[config.mk]
export PLATFORM = sky130hd
export DESIGN_NAME = dsivs_seq
export DESIGN_NICKNAME = d
export VERILOG_FILES = /design/src/rtl/dsivs_pkg.sv /design/src/rtl/dsivs_vert.sv /design/src/rtl/dsivs_steps.sv /design/src/rtl/dsivs_desc.sv /design/src/rtl/dsivs_seq.sv
export SDC_FILE = /design/constraint.sdc
export NUM_CORES = 1
export LEC_CHECK = 0
export ABC_CLOCK_PERIOD_IN_PS = 4090
export BUFFER_PORTS_ARGS = -buffer_cell sky130_fd_sc_hd__buf_2
export CORE_MARGIN = 4
export CORE_UTILIZATION = 30
export DETAILED_ROUTE_END_ITERATION = 8
export PLACE_DENSITY_LB_ADDON = 0.15
export SLEW_MARGIN = 15
export SYNTH_ARGS = -nofsm -noshare
export SYNTH_HDL_FRONTEND = slang
export SYNTH_SLANG_ARGS = --single-unit
[constraint.sdc]
create_clock -name clk -period 4.09 [get_ports clk]
set_clock_uncertainty 0.2 [all_clocks]
set_input_delay 0.818 -clock clk [delete_from_list [all_inputs] [get_ports clk]]
set_output_delay 0.818 -clock clk [all_outputs]
set_load 0.05 [all_outputs]
[src/rtl/dsivs_pkg.sv]
package dsivs_pkg;
    typedef enum logic [1:0] {
        RG_VSYNC  = 2'd0,
        RG_VBACK  = 2'd1,
        RG_VACT   = 2'd2,
        RG_VFRONT = 2'd3
    } region_e;

    // step order inside a line is the emission order
    typedef enum logic [3:0] {
        ST_START   = 4'd0,
        ST_BLK_HSE = 4'd1,
        ST_HSA     = 4'd2,
        ST_HSE     = 4'd3,
        ST_HBP     = 4'd4,
        ST_PIX     = 4'd5,
        ST_NULL    = 4'd6,
        ST_HFP     = 4'd7,
        ST_EOT     = 4'd8
    } step_e;

    localparam int NUM_STEPS   = 9;
    localparam int NUM_REGIONS = 4;

    typedef enum logic [1:0] {
        PH_IDLE = 2'd0,
        PH_LOAD = 2'd1,
        PH_SEND = 2'd2
    } phase_e;

    localparam logic [1:0] MD_NB_EVENT = 2'd0;
    localparam logic [1:0] MD_B_EVENT  = 2'd1;
    localparam logic [1:0] MD_NB_PULSE = 2'd2;
    localparam logic [1:0] MD_BURST    = 2'd3;

    localparam logic [5:0] DT_VSS   = 6'h01;
    localparam logic [5:0] DT_VSE   = 6'h11;
    localparam logic [5:0] DT_HSS   = 6'h21;
    localparam logic [5:0] DT_HSE   = 6'h31;
    localparam logic [5:0] DT_BLANK = 6'h19;
    localparam logic [5:0] DT_NULL  = 6'h09;
    localparam logic [5:0] DT_EOT   = 6'h08;
endpackage

[src/rtl/dsivs_vert.sv]
module dsivs_vert
    import dsivs_pkg::*;
#(
    parameter int LINE_W = 12
) (
    input  logic              clk,
    input  logic              rst_n,
    input  logic              frame_start,
    input  logic              line_adv,
    input  logic              cfg_auto_vert,
    input  logic [LINE_W-1:0] cfg_vsa,
    input  logic [LINE_W-1:0] cfg_vbp,
    input  logic [LINE_W-1:0] cfg_vact,
    input  logic [LINE_W-1:0] cfg_vfp,
    output region_e           region,
    output logic              first_vs_line,
    output logic              vse_line,
    output logic              last_line
);
    typedef struct packed {
        region_e           rg;
        logic [LINE_W-1:0] cnt;
        logic              vse;
    } vstate_t;

    vstate_t q, d;

    logic [LINE_W-1:0]      cnt_of [NUM_REGIONS];
    logic [NUM_REGIONS-1:0] present;

    assign cnt_of[0] = cfg_vsa;
    assign cnt_of[1] = cfg_vbp;
    assign cnt_of[2] = cfg_vact;
    assign cnt_of[3] = cfg_vfp;

    genvar g;
    generate
        for (g = 0; g < NUM_REGIONS; g++) begin : g_present
            if (g < 2) begin : g_skippable
                assign present[g] = (cnt_of[g] != '0) && !cfg_auto_vert;
            end else begin : g_fixed
                assign present[g] = (cnt_of[g] != '0);
            end
        end
    endgenerate

    logic    nxt_found, fst_found;
    region_e nxt_rg, fst_rg;
    logic    end_of_region;

    always_comb begin
        nxt_found = 1'b0;
        nxt_rg    = RG_VFRONT;
        fst_found = 1'b0;
        fst_rg    = RG_VACT;
        for (int i = 0; i < NUM_REGIONS; i++) begin
            if (!nxt_found && (i > int'(q.rg)) && present[i]) begin
                nxt_found = 1'b1;
                nxt_rg    = region_e'(2'(i));
            end
            if (!fst_found && present[i]) begin
                fst_found = 1'b1;
                fst_rg    = region_e'(2'(i));
            end
        end
    end

    assign end_of_region = ({1'b0, q.cnt} + 1'b1) == {1'b0, cnt_of[q.rg]};

    always_comb begin
        d = q;
        if (frame_start) begin
            d.rg  = fst_rg;
            d.cnt = '0;
            d.vse = 1'b0;
        end else if (line_adv) begin
            if (end_of_region) begin
                d.rg  = nxt_rg;
                d.cnt = '0;
                d.vse = (q.rg == RG_VSYNC);
            end else begin
                d.cnt = q.cnt + 1'b1;
                d.vse = 1'b0;
            end
        end
    end

    always_ff @(posedge clk or negedge rst_n) begin
        if (!rst_n) begin
            q <= '{rg: RG_VACT, cnt: '0, vse: 1'b0};
        end else begin
            q <= d;
        end
    end

    assign region        = q.rg;
    assign first_vs_line = (q.rg == RG_VSYNC) && (q.cnt == '0);
    assign vse_line      = q.vse;
    assign last_line     = end_of_region && !nxt_found;
endmodule

[src/rtl/dsivs_steps.sv]
module dsivs_steps
    import dsivs_pkg::*;
(
    input  step_e      cur,
    input  region_e    region,
    input  logic [1:0] cfg_mode,
    input  logic       cfg_vb_hse,
    input  logic       cfg_hsa_off,
    input  logic       cfg_hbp_off,
    input  logic       cfg_hfp_off,
    input  logic       cfg_eot_off,
    input  logic       null_nz,
    output logic       has_next,
    output step_e      nxt
);
    logic                 act;
    logic                 pulse;
    logic                 burst;
    logic [NUM_STEPS-1:0] en;

    assign act   = (region == RG_VACT);
    assign pulse = (cfg_mode == MD_NB_PULSE);
    assign burst = (cfg_mode == MD_B_EVENT) || (cfg_mode == MD_BURST);

    always_comb begin
        en              = '0;
        en[ST_START]    = 1'b1;
        en[ST_BLK_HSE]  = !act && cfg_vb_hse;
        en[ST_HSA]      = act && pulse && !cfg_hsa_off;
        en[ST_HSE]      = act && pulse;
        en[ST_HBP]      = act && !cfg_hbp_off;
        en[ST_PIX]      = act;
        en[ST_NULL]     = act && !burst && null_nz;
        en[ST_HFP]      = act && !cfg_hfp_off;
        en[ST_EOT]      = !cfg_eot_off;
    end

    always_comb begin
        has_next = 1'b0;
        nxt      = ST_EOT;
        for (int i = 0; i < NUM_STEPS; i++) begin
            if (!has_next && (i > int'(cur)) && en[i]) begin
                has_next = 1'b1;
                nxt      = step_e'(4'(i));
            end
        end
    end
endmodule

[src/rtl/dsivs_desc.sv]
module dsivs_desc
    import dsivs_pkg::*;
#(
    parameter int LEN_W = 16
) (
    input  step_e             step,
    input  logic              first_vs_line,
    input  logic              vse_line,
    input  logic [LEN_W-1:0]  cfg_hsa_len,
    input  logic [LEN_W-1:0]  cfg_hbp_len,
    input  logic [LEN_W-1:0]  cfg_hfp_len,
    input  logic [LEN_W-1:0]  cfg_act_len,
    input  logic [LEN_W-1:0]  cfg_null_len,
    input  logic [5:0]        cfg_pix_dt,
    output logic [5:0]        dt,
    output logic [LEN_W-1:0]  len
);
    always_comb begin
        dt  = DT_EOT;
        len = '0;
        unique case (step)
            ST_START: begin
                if (first_vs_line)  dt = DT_VSS;
                else if (vse_line)  dt = DT_VSE;
                else                dt = DT_HSS;
            end
            ST_BLK_HSE, ST_HSE: dt = DT_HSE;
            ST_HSA: begin dt = DT_BLANK; len = cfg_hsa_len;  end
            ST_HBP: begin dt = DT_BLANK; len = cfg_hbp_len;  end
            ST_HFP: begin dt = DT_BLANK; len = cfg_hfp_len;  end
            ST_PIX: begin dt = cfg_pix_dt; len = cfg_act_len; end
            ST_NULL: begin dt = DT_NULL; len = cfg_null_len; end
            default: dt = DT_EOT;
        endcase
    end
endmodule

[src/rtl/dsivs_seq.sv]
module dsivs_seq
    import dsivs_pkg::*;
#(
    parameter int LINE_W = 12,
    parameter int LEN_W  = 16
) (
    input  logic              clk,
    input  logic              rst_n,
    input  logic              en,
    input  logic [1:0]        cfg_vc,
    input  logic [1:0]        cfg_mode,
    input  logic              cfg_auto_vert,
    input  logic              cfg_vb_hse,
    input  logic              cfg_hsa_off,
    input  logic              cfg_hbp_off,
    input  logic              cfg_hfp_off,
    input  logic              cfg_eot_off,
    input  logic [LINE_W-1:0] cfg_vsa,
    input  logic [LINE_W-1:0] cfg_vbp,
    input  logic [LINE_W-1:0] cfg_vact,
    input  logic [LINE_W-1:0] cfg_vfp,
    input  logic [LEN_W-1:0]  cfg_hsa_len,
    input  logic [LEN_W-1:0]  cfg_hbp_len,
    input  logic [LEN_W-1:0]  cfg_hfp_len,
    input  logic [LEN_W-1:0]  cfg_act_len,
    input  logic [LEN_W-1:0]  cfg_null_len,
    input  logic [5:0]        cfg_pix_dt,
    input  logic              pkt_ready,
    output logic              pkt_valid,
    output logic [5:0]        pkt_dt,
    output logic [1:0]        pkt_vc,
    output logic [LEN_W-1:0]  pkt_len,
    output logic              frame_done
);
    typedef struct packed {
        phase_e             phase;
        step_e              step;
        logic               valid;
        logic [5:0]         dt;
        logic [1:0]         vc;
        logic [LEN_W-1:0]   len;
        logic               done;
    } seq_state_t;

    seq_state_t q, d;

    logic              frame_start, line_adv;
    region_e           region;
    logic              first_vs_line, vse_line, last_line;
    logic              has_next;
    step_e             nxt_step, sel_step;
    logic [5:0]        sel_dt;
    logic [LEN_W-1:0]  sel_len;

    dsivs_vert #(.LINE_W(LINE_W)) vert_i (
        .clk           (clk),
        .rst_n         (rst_n),
        .frame_start   (frame_start),
        .line_adv      (line_adv),
        .cfg_auto_vert (cfg_auto_vert),
        .cfg_vsa       (cfg_vsa),
        .cfg_vbp       (cfg_vbp),
        .cfg_vact      (cfg_vact),
        .cfg_vfp       (cfg_vfp),
        .region        (region),
        .first_vs_line (first_vs_line),
        .vse_line      (vse_line),
        .last_line     (last_line)
    );

    dsivs_steps steps_i (
        .cur         (q.step),
        .region      (region),
        .cfg_mode    (cfg_mode),
        .cfg_vb_hse  (cfg_vb_hse),
        .cfg_hsa_off (cfg_hsa_off),
        .cfg_hbp_off (cfg_hbp_off),
        .cfg_hfp_off (cfg_hfp_off),
        .cfg_eot_off (cfg_eot_off),
        .null_nz     (cfg_null_len != '0),
        .has_next    (has_next),
        .nxt         (nxt_step)
    );

    assign sel_step = (q.phase == PH_LOAD) ? ST_START : nxt_step;

    dsivs_desc #(.LEN_W(LEN_W)) desc_i (
        .step          (sel_step),
        .first_vs_line (first_vs_line),
        .vse_line      (vse_line),
        .cfg_hsa_len   (cfg_hsa_len),
        .cfg_hbp_len   (cfg_hbp_len),
        .cfg_hfp_len   (cfg_hfp_len),
        .cfg_act_len   (cfg_act_len),
        .cfg_null_len  (cfg_null_len),
        .cfg_pix_dt    (cfg_pix_dt),
        .dt            (sel_dt),
        .len           (sel_len)
    );

    always_comb begin
        d           = q;
        d.done      = 1'b0;
        frame_start = 1'b0;
        line_adv    = 1'b0;
        unique case (q.phase)
            PH_IDLE: begin
                if (en) begin
                    frame_start = 1'b1;
                    d.phase     = PH_LOAD;
                end
            end
            PH_LOAD: begin
                d.step  = ST_START;
                d.valid = 1'b1;
                d.dt    = sel_dt;
                d.len   = sel_len;
                d.vc    = cfg_vc;
                d.phase = PH_SEND;
            end
            PH_SEND: begin
                if (q.valid && pkt_ready) begin
                    if (has_next) begin
                        d.step = nxt_step;
                        d.dt   = sel_dt;
                        d.len  = sel_len;
                        d.vc   = cfg_vc;
                    end else begin
                        d.valid  = 1'b0;
                        line_adv = 1'b1;
                        if (last_line) begin
                            d.phase = PH_IDLE;
                            d.done  = 1'b1;
                        end else begin
                            d.phase = PH_LOAD;
                        end
                    end
                end
            end
            default: d.phase = PH_IDLE;
        endcase
    end

    always_ff @(posedge clk or negedge rst_n) begin
        if (!rst_n) begin
            q <= '{phase: PH_IDLE, step: ST_START, valid: 1'b0, dt: '0,
                   vc: '0, len: '0, done: 1'b0};
        end else begin
            q <= d;
        end
    end

    assign pkt_valid  = q.valid;
    assign pkt_dt     = q.dt;
    assign pkt_vc     = q.vc;
    assign pkt_len    = q.len;
    assign frame_done = q.done;
endmodule

==> results.json, run 1 <==
{
  "vdd_ir_drop_max_v": 0.000394,
  "cts-htree-levels": 2,
  "postSynthCellCount": 480,
  "power_uw": 3840,
  "die_w_um": 123,
  "detail_route.vias_per_cell": 5.40,
  "place_hpwl_mm": 11.6,
  "cts_resized": 0,
  "syn2layout_area_growth_pct": 26.7,
  "critPathRequiredTime_ns": 4.08,
  "tritoncts": "built",
  "layout.nets": 770,
  "synth_edf_count": 0,
  "synthXorXnorAreaFrac": 0.0496,
  "max_stage_delay_ns": 1.11,
  "dieArea_mm2": 0.0152,
  "rsz0062_at_grt": "no",
  "power_density_mw_per_mm2": 760,
  "yosys.area.top_type": "dfrtp_1",
  "hold_path.class": "in2async",
  "synthArstFlopShare": 1.00,
  "syn_area_per_cell_um2": 8.31,
  "ys_ff_latch": 47,
  "fin_tns_setup_ns": 0,
  "grtUsageTotal": 0.185,
  "cts_setup_buffers": 0,
  "synth_adder_area_share": 0.00627,
  "clock.fmax_mhz": 273,
  "synth_top_family_by_area": "simple AND/OR/NAND/NOR gates",
  "yosys.area_share.simple": 0.244,
  "cap_violations": 0,
  "first_pass_iters": 6,
  "synth_area_mm2": 0.00399,
  "synth.most_common_cell": "nand2_1",
  "via_count": 4283,
  "synthTopCellsByCount": "nand2_1, dfrtp_1, nor2_1, a21oi_1, nand3_1",
  "end_kind": "register",
  "cts.sinks": 47,
  "crit_buf_inv": 0,
  "layout.cells.non_filler": 793,
  "pre_cts_ws_ns": 0.384,
  "drive_above_1_share": 0.375,
  "ys.flop_type": "dfrtp_1",
  "relSlewSlack": 0.166,
  "power.leakage_uw": 0.00220,
  "holdWs_ns": 0.246,
  "ant_nets": 0,
  "core_mm2": 0.0128,
  "critPathLaunchType": "register",
  "grt_pass1_vias": 4218,
  "drc": 0,
  "synth.area.mux_share": 0.101,
  "synthesis.nets": 630,
  "cp.arrival_ns": 3.65,
  "start_util": 0.311,
  "grt_max_degree": 36,
  "drtIter0Drc": 329,
  "synth_cell_types": 59,
  "fin_ws_ns": 0.428,
  "status": "completed",
  "clockBufferDepth": 2,
  "antenna_found_initial": 0,
  "crit_type": "reg2reg",
  "wl_per_cell_um": 18.1,
  "slowest_stage": "o31ai_2",
  "overflow": 0,
  "clk_pin_slew_worst_paths_ns": 0.07,
  "grt_pass1_wl_mm": 22.1,
  "synth.top_cell.area_share": 0.289,
  "num_antenna_cells": 0,
  "port-buffer-count": 173,
  "die_h_um": 123,
  "dp.cells": 785,
  "finalCritPeriodShare": 0.895,
  "cts_root_buf": "clkbuf_16",
  "worst_pin_slew_ns": 1.24,
  "post-route-min-period_ns": 3.66,
  "synth-seq-area-share": 0.295,
  "yosys-top-cells-area": "dfrtp_1, mux4_2, nand2_1",
  "num_rows": 41,
  "io_pins": 174,
  "yosysWarningCount": 0,
  "wl_mm": 14.4,
  "clock_latency_ns": 0.30,
  "critical_path.top_delay_family": "compound AO/OA/AOI/OAI gates",
  "hold_viol": 0,
  "worstPathMaxFanout": 19,
  "postCtsHoldBufs": 0,
  "place.gp.congestion": 0.880,
  "synth_compound_area_frac": 0.216,
  "finalSetupViolCount": 0,
  "slew_viol_final": 0,
  "cts_made_buffers": 5,
  "cp_cell_sequence": "nor3b_2 -> a32oi_1 -> o31ai_2 -> mux2i_1 -> o211ai_1 -> o221a_2"
}
[final cells by class]
cell class	count	area, um2
clock buffers	7	143
well taps	172	215
repair buffers	190	993
inverters	10	37.5
fillers	1362	7770
flip-flops and latches	47	1180
multi-input cells	366	2480
clock inverters	1	8.76
[per-stage QoR]
step / area [um2] / utilization
CTS: 5050 / 0.394
floorplan: 3990 / -
detailed placement: 4900 / 0.382
finish: 5050 / 0.394
global route: 5050 / 0.394
global placement: 4900 / 0.382
[metal layers]
| metal | part of all wire | GRT usage |
|---|---|---|
| met1 | 0.45 | 0.264 |
| met2 | 0.49 | 0.297 |
| met3 | 0.051 | 0.0297 |
| met4 | 0.013 | 0.0381 |
| met5 | 0 | 0 |
[path summary, 6_finish.rpt]
check                                          endpoint                    startpoint  cells after the start  slack [ns]
min in group clk                  pkt_vc[0]$_DFFE_PN0P_         pkt_vc[0]$_DFFE_PN0P_                      2        0.26
worst max-delay path             pkt_len[3]$_DFFE_PN0P_  vert_i.region[1]$_DFFE_PN1P_                      6        0.43
worst min register to register    pkt_vc[0]$_DFFE_PN0P_         pkt_vc[0]$_DFFE_PN0P_                      2        0.26
max in group asynchronous       pkt_len[12]$_DFFE_PN0P_                         rst_n                      2        2.69
worst max register to register   pkt_len[3]$_DFFE_PN0P_  vert_i.region[1]$_DFFE_PN1P_                      6        0.43
worst min-delay path              pkt_valid$_DFFE_PN0P_                         rst_n                      1        0.25
[placed cells by master (no fill, tap or decap), types with 8 or more instances in the layout]
cell type,Yosys,layout
a32o_1,9,9
a311oi_1,8,8
mux2i_1,12,12
buf_4,24,17
dfrtp_1,46,46
nand3_1,25,25
inv_1,10,10
nor4_1,20,18
nand2_1,64,64
o211ai_1,9,9
o221a_2,8,8
nor3_1,9,9
nor2_1,45,45
xnor2_1,13,13
buf_2,8,173
mux4_2,12,12
o21ai_0,23,23
a21oi_1,25,25
[worst reg2reg max path, delay by kind of cell (launching register included)]
family	cells	cell delay [ns]
AOI/OAI and AO/OA	4	1.87
DFF	1	0.80
and+or+nand+nor	1	0.36
muxes	1	0.32
[flip-flops by register name, summed over array words and instances (netlist names)]
signal / count
pkt_len: 16
vert_i.q: 12
pkt_dt: 6
q: 6
pkt_vc: 2
vert_i.region: 2
frame_done: 1
pkt_valid: 1
vert_i.vse_line: 1
[cells by family (layout without fill, tap and decap cells)]
logic type,count (synthesis),after routing
simple gates,200,200
flops,47,47
xor+xnor,21,21
compound gates,118,118
buf+inv,67,208
mux,25,25
fa+ha+maj,2,2
[report_power, final]
group	leakage (uW)	switching, uW	internal [uW]	total, uW
clock network	0.0000741	186	245	431
logic	0.00153	1660	939	2600
registers	0.000596	166	640	807
total	0.00220	2010	1820	3840
Note: power is estimated with default switching activity, not from simulation.
==> inputs of run 2 (changes only) <==
--- a/config.mk
+++ b/config.mk
@@ -7,6 +7,7 @@
 export LEC_CHECK = 0
 export ABC_CLOCK_PERIOD_IN_PS = 4090
 export BUFFER_PORTS_ARGS = -buffer_cell sky130_fd_sc_hd__buf_2
+export CORE_ASPECT_RATIO = 0.8
 export CORE_MARGIN = 4
 export CORE_UTILIZATION = 30
 export DETAILED_ROUTE_END_ITERATION = 8
==> run 2 against run 1 <==
  * Routed wire length is 0.63% lower
  * Critical path depth is 1 higher
  * Sequential power is 1% lower
  * Power is 1.3% lower
  * Hold slack better by 0.014 ns
  * Clock-buffer cell count is 2 lower
  * Highest routed layer unchanged
==> results.json, run 2 (synthesized netlist as in run 1, its figures left out) <==
{
  "final_cell_area_mm2": 0.00503,
  "reg2reg_slack_ns": 0.44,
  "clock_latency_ns": 0.29,
  "comb_power_share": 0.681,
  "critPathRequiredTime_ns": 4.12,
  "drc": 0,
  "pre_cts_ws_ns": 0.390,
  "reg2reg_depth": 7,
  "hold_end": "pkt_dt[1]$_DFFE_PN0P_",
  "layout.cells.non_filler": 794,
  "grtUsageTotal": 0.186,
  "hold_path.class": "reg2reg",
  "drive_above_1_share": 0.375,
  "cts_setup_buffers": 0,
  "placed_area_mm2": 0.00489,
  "postCtsHoldBufs": 0,
  "r2r-end": "pkt_len[2]$_DFFE_PN0P_",
  "clock.fmax_mhz": 274,
  "die_h_um": 111,
  "min_path_cells": 2,
  "fin_ws_ns": 0.444,
  "first_pass_iters": 5,
  "grt_pass1_wl_mm": 22.8,
  "internal_power_uw": 1790,
  "core_mm2": 0.0129,
  "switchingPower_uw": 2000,
  "power_density_mw_per_mm2": 752,
  "power_frac_seq": 0.211,
  "final_cell_mix": "buf_2, nand2_1, dfrtp_1",
  "cp.arrival_ns": 3.67,
  "swShare": 0.527,
  "end_kind": "register",
  "wl_mm": 14.3,
  "layout.nets": 768,
  "power.leakage_uw": 0.00219,
  "start_util": 0.309,
  "cts.sinks": 47,
  "port-buffer-count": 173,
  "place_hpwl_mm": 11.6,
  "die_w_um": 137,
  "ant_nets": 0,
  "hold_viol": 0,
  "grt_max_degree": 36,
  "relSlewSlack": 0.424,
  "worstPathMaxFanout": 19,
  "num_antenna_cells": 0,
  "largest_reg_flops": 16,
  "wl_per_cell_um": 18.0,
  "cts-htree-levels": 2,
  "worst_pin_slew_ns": 0.862,
  "overflow": 0,
  "critPathLaunchType": "register",
  "via_count": 4285,
  "finalSetupViolCount": 0,
  "cts_made_buffers": 5,
  "final_util": 0.390,
  "syn2layout_area_growth_pct": 26.2,
  "dp.cells": 786,
  "clockBufferDepth": 2,
  "place.gp.congestion": 0.917,
  "clk_pin_slew_worst_paths_ns": 0.07,
  "post-route-min-period_ns": 3.65,
  "antenna_found_initial": 0,
  "fin_tns_setup_ns": 0,
  "cts_root_buf": "clkbuf_16",
  "status": "completed",
  "vdd_ir_drop_max_v": 0.000329,
  "worst_r2r_startpoint": "vert_i.region[1]$_DFFE_PN1P_",
  "slew_viol_final": 0,
  "tritoncts": "built",
  "drtIter0Drc": 435,
  "grt_pass1_vias": 4337,
  "final_common_cell": "buf_2",
  "cap_violations": 0,
  "rsz0062_at_grt": "no",
  "p_clk_frac": 0.108,
  "num_rows": 37,
  "cts_resized": 0,
  "nFillCells": 1359,
  "dieArea_mm2": 0.0152,
  "crit_type": "reg2reg",
  "finalCritPeriodShare": 0.891,
  "io_pins": 174,
  "min_from": "pkt_dt[1]$_DFFE_PN0P_",
  "detail_route.vias_per_cell": 5.40
}
## run 2: cell types whose count changed in the layout (fill, tap and decap cells not counted)
cell and change:
clkinv_2 +2, buf_4 -2, inv_6 +1, clkinv_4 -1
clkbuf_8 -1, clkbuf_1 -1
## run 2: power groups by stage
stage | combinational [uW] | clock [uW] | sequential [uW]
4_1_cts | 2590 | 426 | 797
3_3_place_gp | 2550 | 0 | 800
3_5_place_dp | 2580 | 0 | 803
5_1_grt | 2820 | 446 | 826
6_report | 2580 | 408 | 799
2_1_floorplan | 2080 | 0 | 733
## run 2: worst max path at each step
stage	from	to	slack (ns)	cells after the start
floorplan	cfg_vfp[9]	vert_i.region[0]$_DFFE_PN0P_	0.65	7
global placement	cfg_vfp[9]	vert_i.region[1]$_DFFE_PN1P_	0.46	9
detailed placement	cfg_vfp[9]	vert_i.region[1]$_DFFE_PN1P_	0.39	9
CTS	vert_i.region[1]$_DFFE_PN1P_	pkt_len[2]$_DFFE_PN0P_	0.54	7
global route	vert_i.region[1]$_DFFE_PN1P_	pkt_len[2]$_DFFE_PN0P_	0.14	8
finish	vert_i.region[1]$_DFFE_PN1P_	pkt_len[2]$_DFFE_PN0P_	0.44	7
## run 2: final cells by class
class,count,area (um2),share of cell area
multi-input combinational,366,2480,0.492
sequential,47,1180,0.234
timing repair buffer,188,978,0.194
tap,175,219,0.0435
clock buffer,5,125,0.0249
inverter,10,37.5,0.00746
clock inverter,3,18.8,0.00373
## run 2: through the flow
| stage | hold slack, ns | total power [uW] |
|---|---|---|
| detailed placement | 0.252 | 3380 |
| global placement | 0.243 | 3350 |
| floorplan | 0.240 | 2810 |
| global route | 0.297 | 4100 |
| finish | 0.260 | 3790 |
| CTS | 0.266 | 3810 |
## run 2: worst max-delay path, cell delays in order (launching register included)
cell and delay, ns:
dfstp_2 0.81, nor3b_2 0.38, a32oi_1 0.24, buf_4 0.21, a2111oi_1 0.75, nand3_1 0.45, o211ai_1 0.33, o221a_2 0.21
## run 2: metal layers
| metal | vias to the layer above | global-route usage | share of wire |
|---|---|---|---|
| met1 | 2086 | 0.278 | 0.47 |
| met5 | - | 0 | 0 |
| li1 | 2039 | - | - |
| met4 | 0 | 0.0253 | 0.0056 |
| met3 | 6 | 0.0372 | 0.067 |
| met2 | 154 | 0.282 | 0.45 |
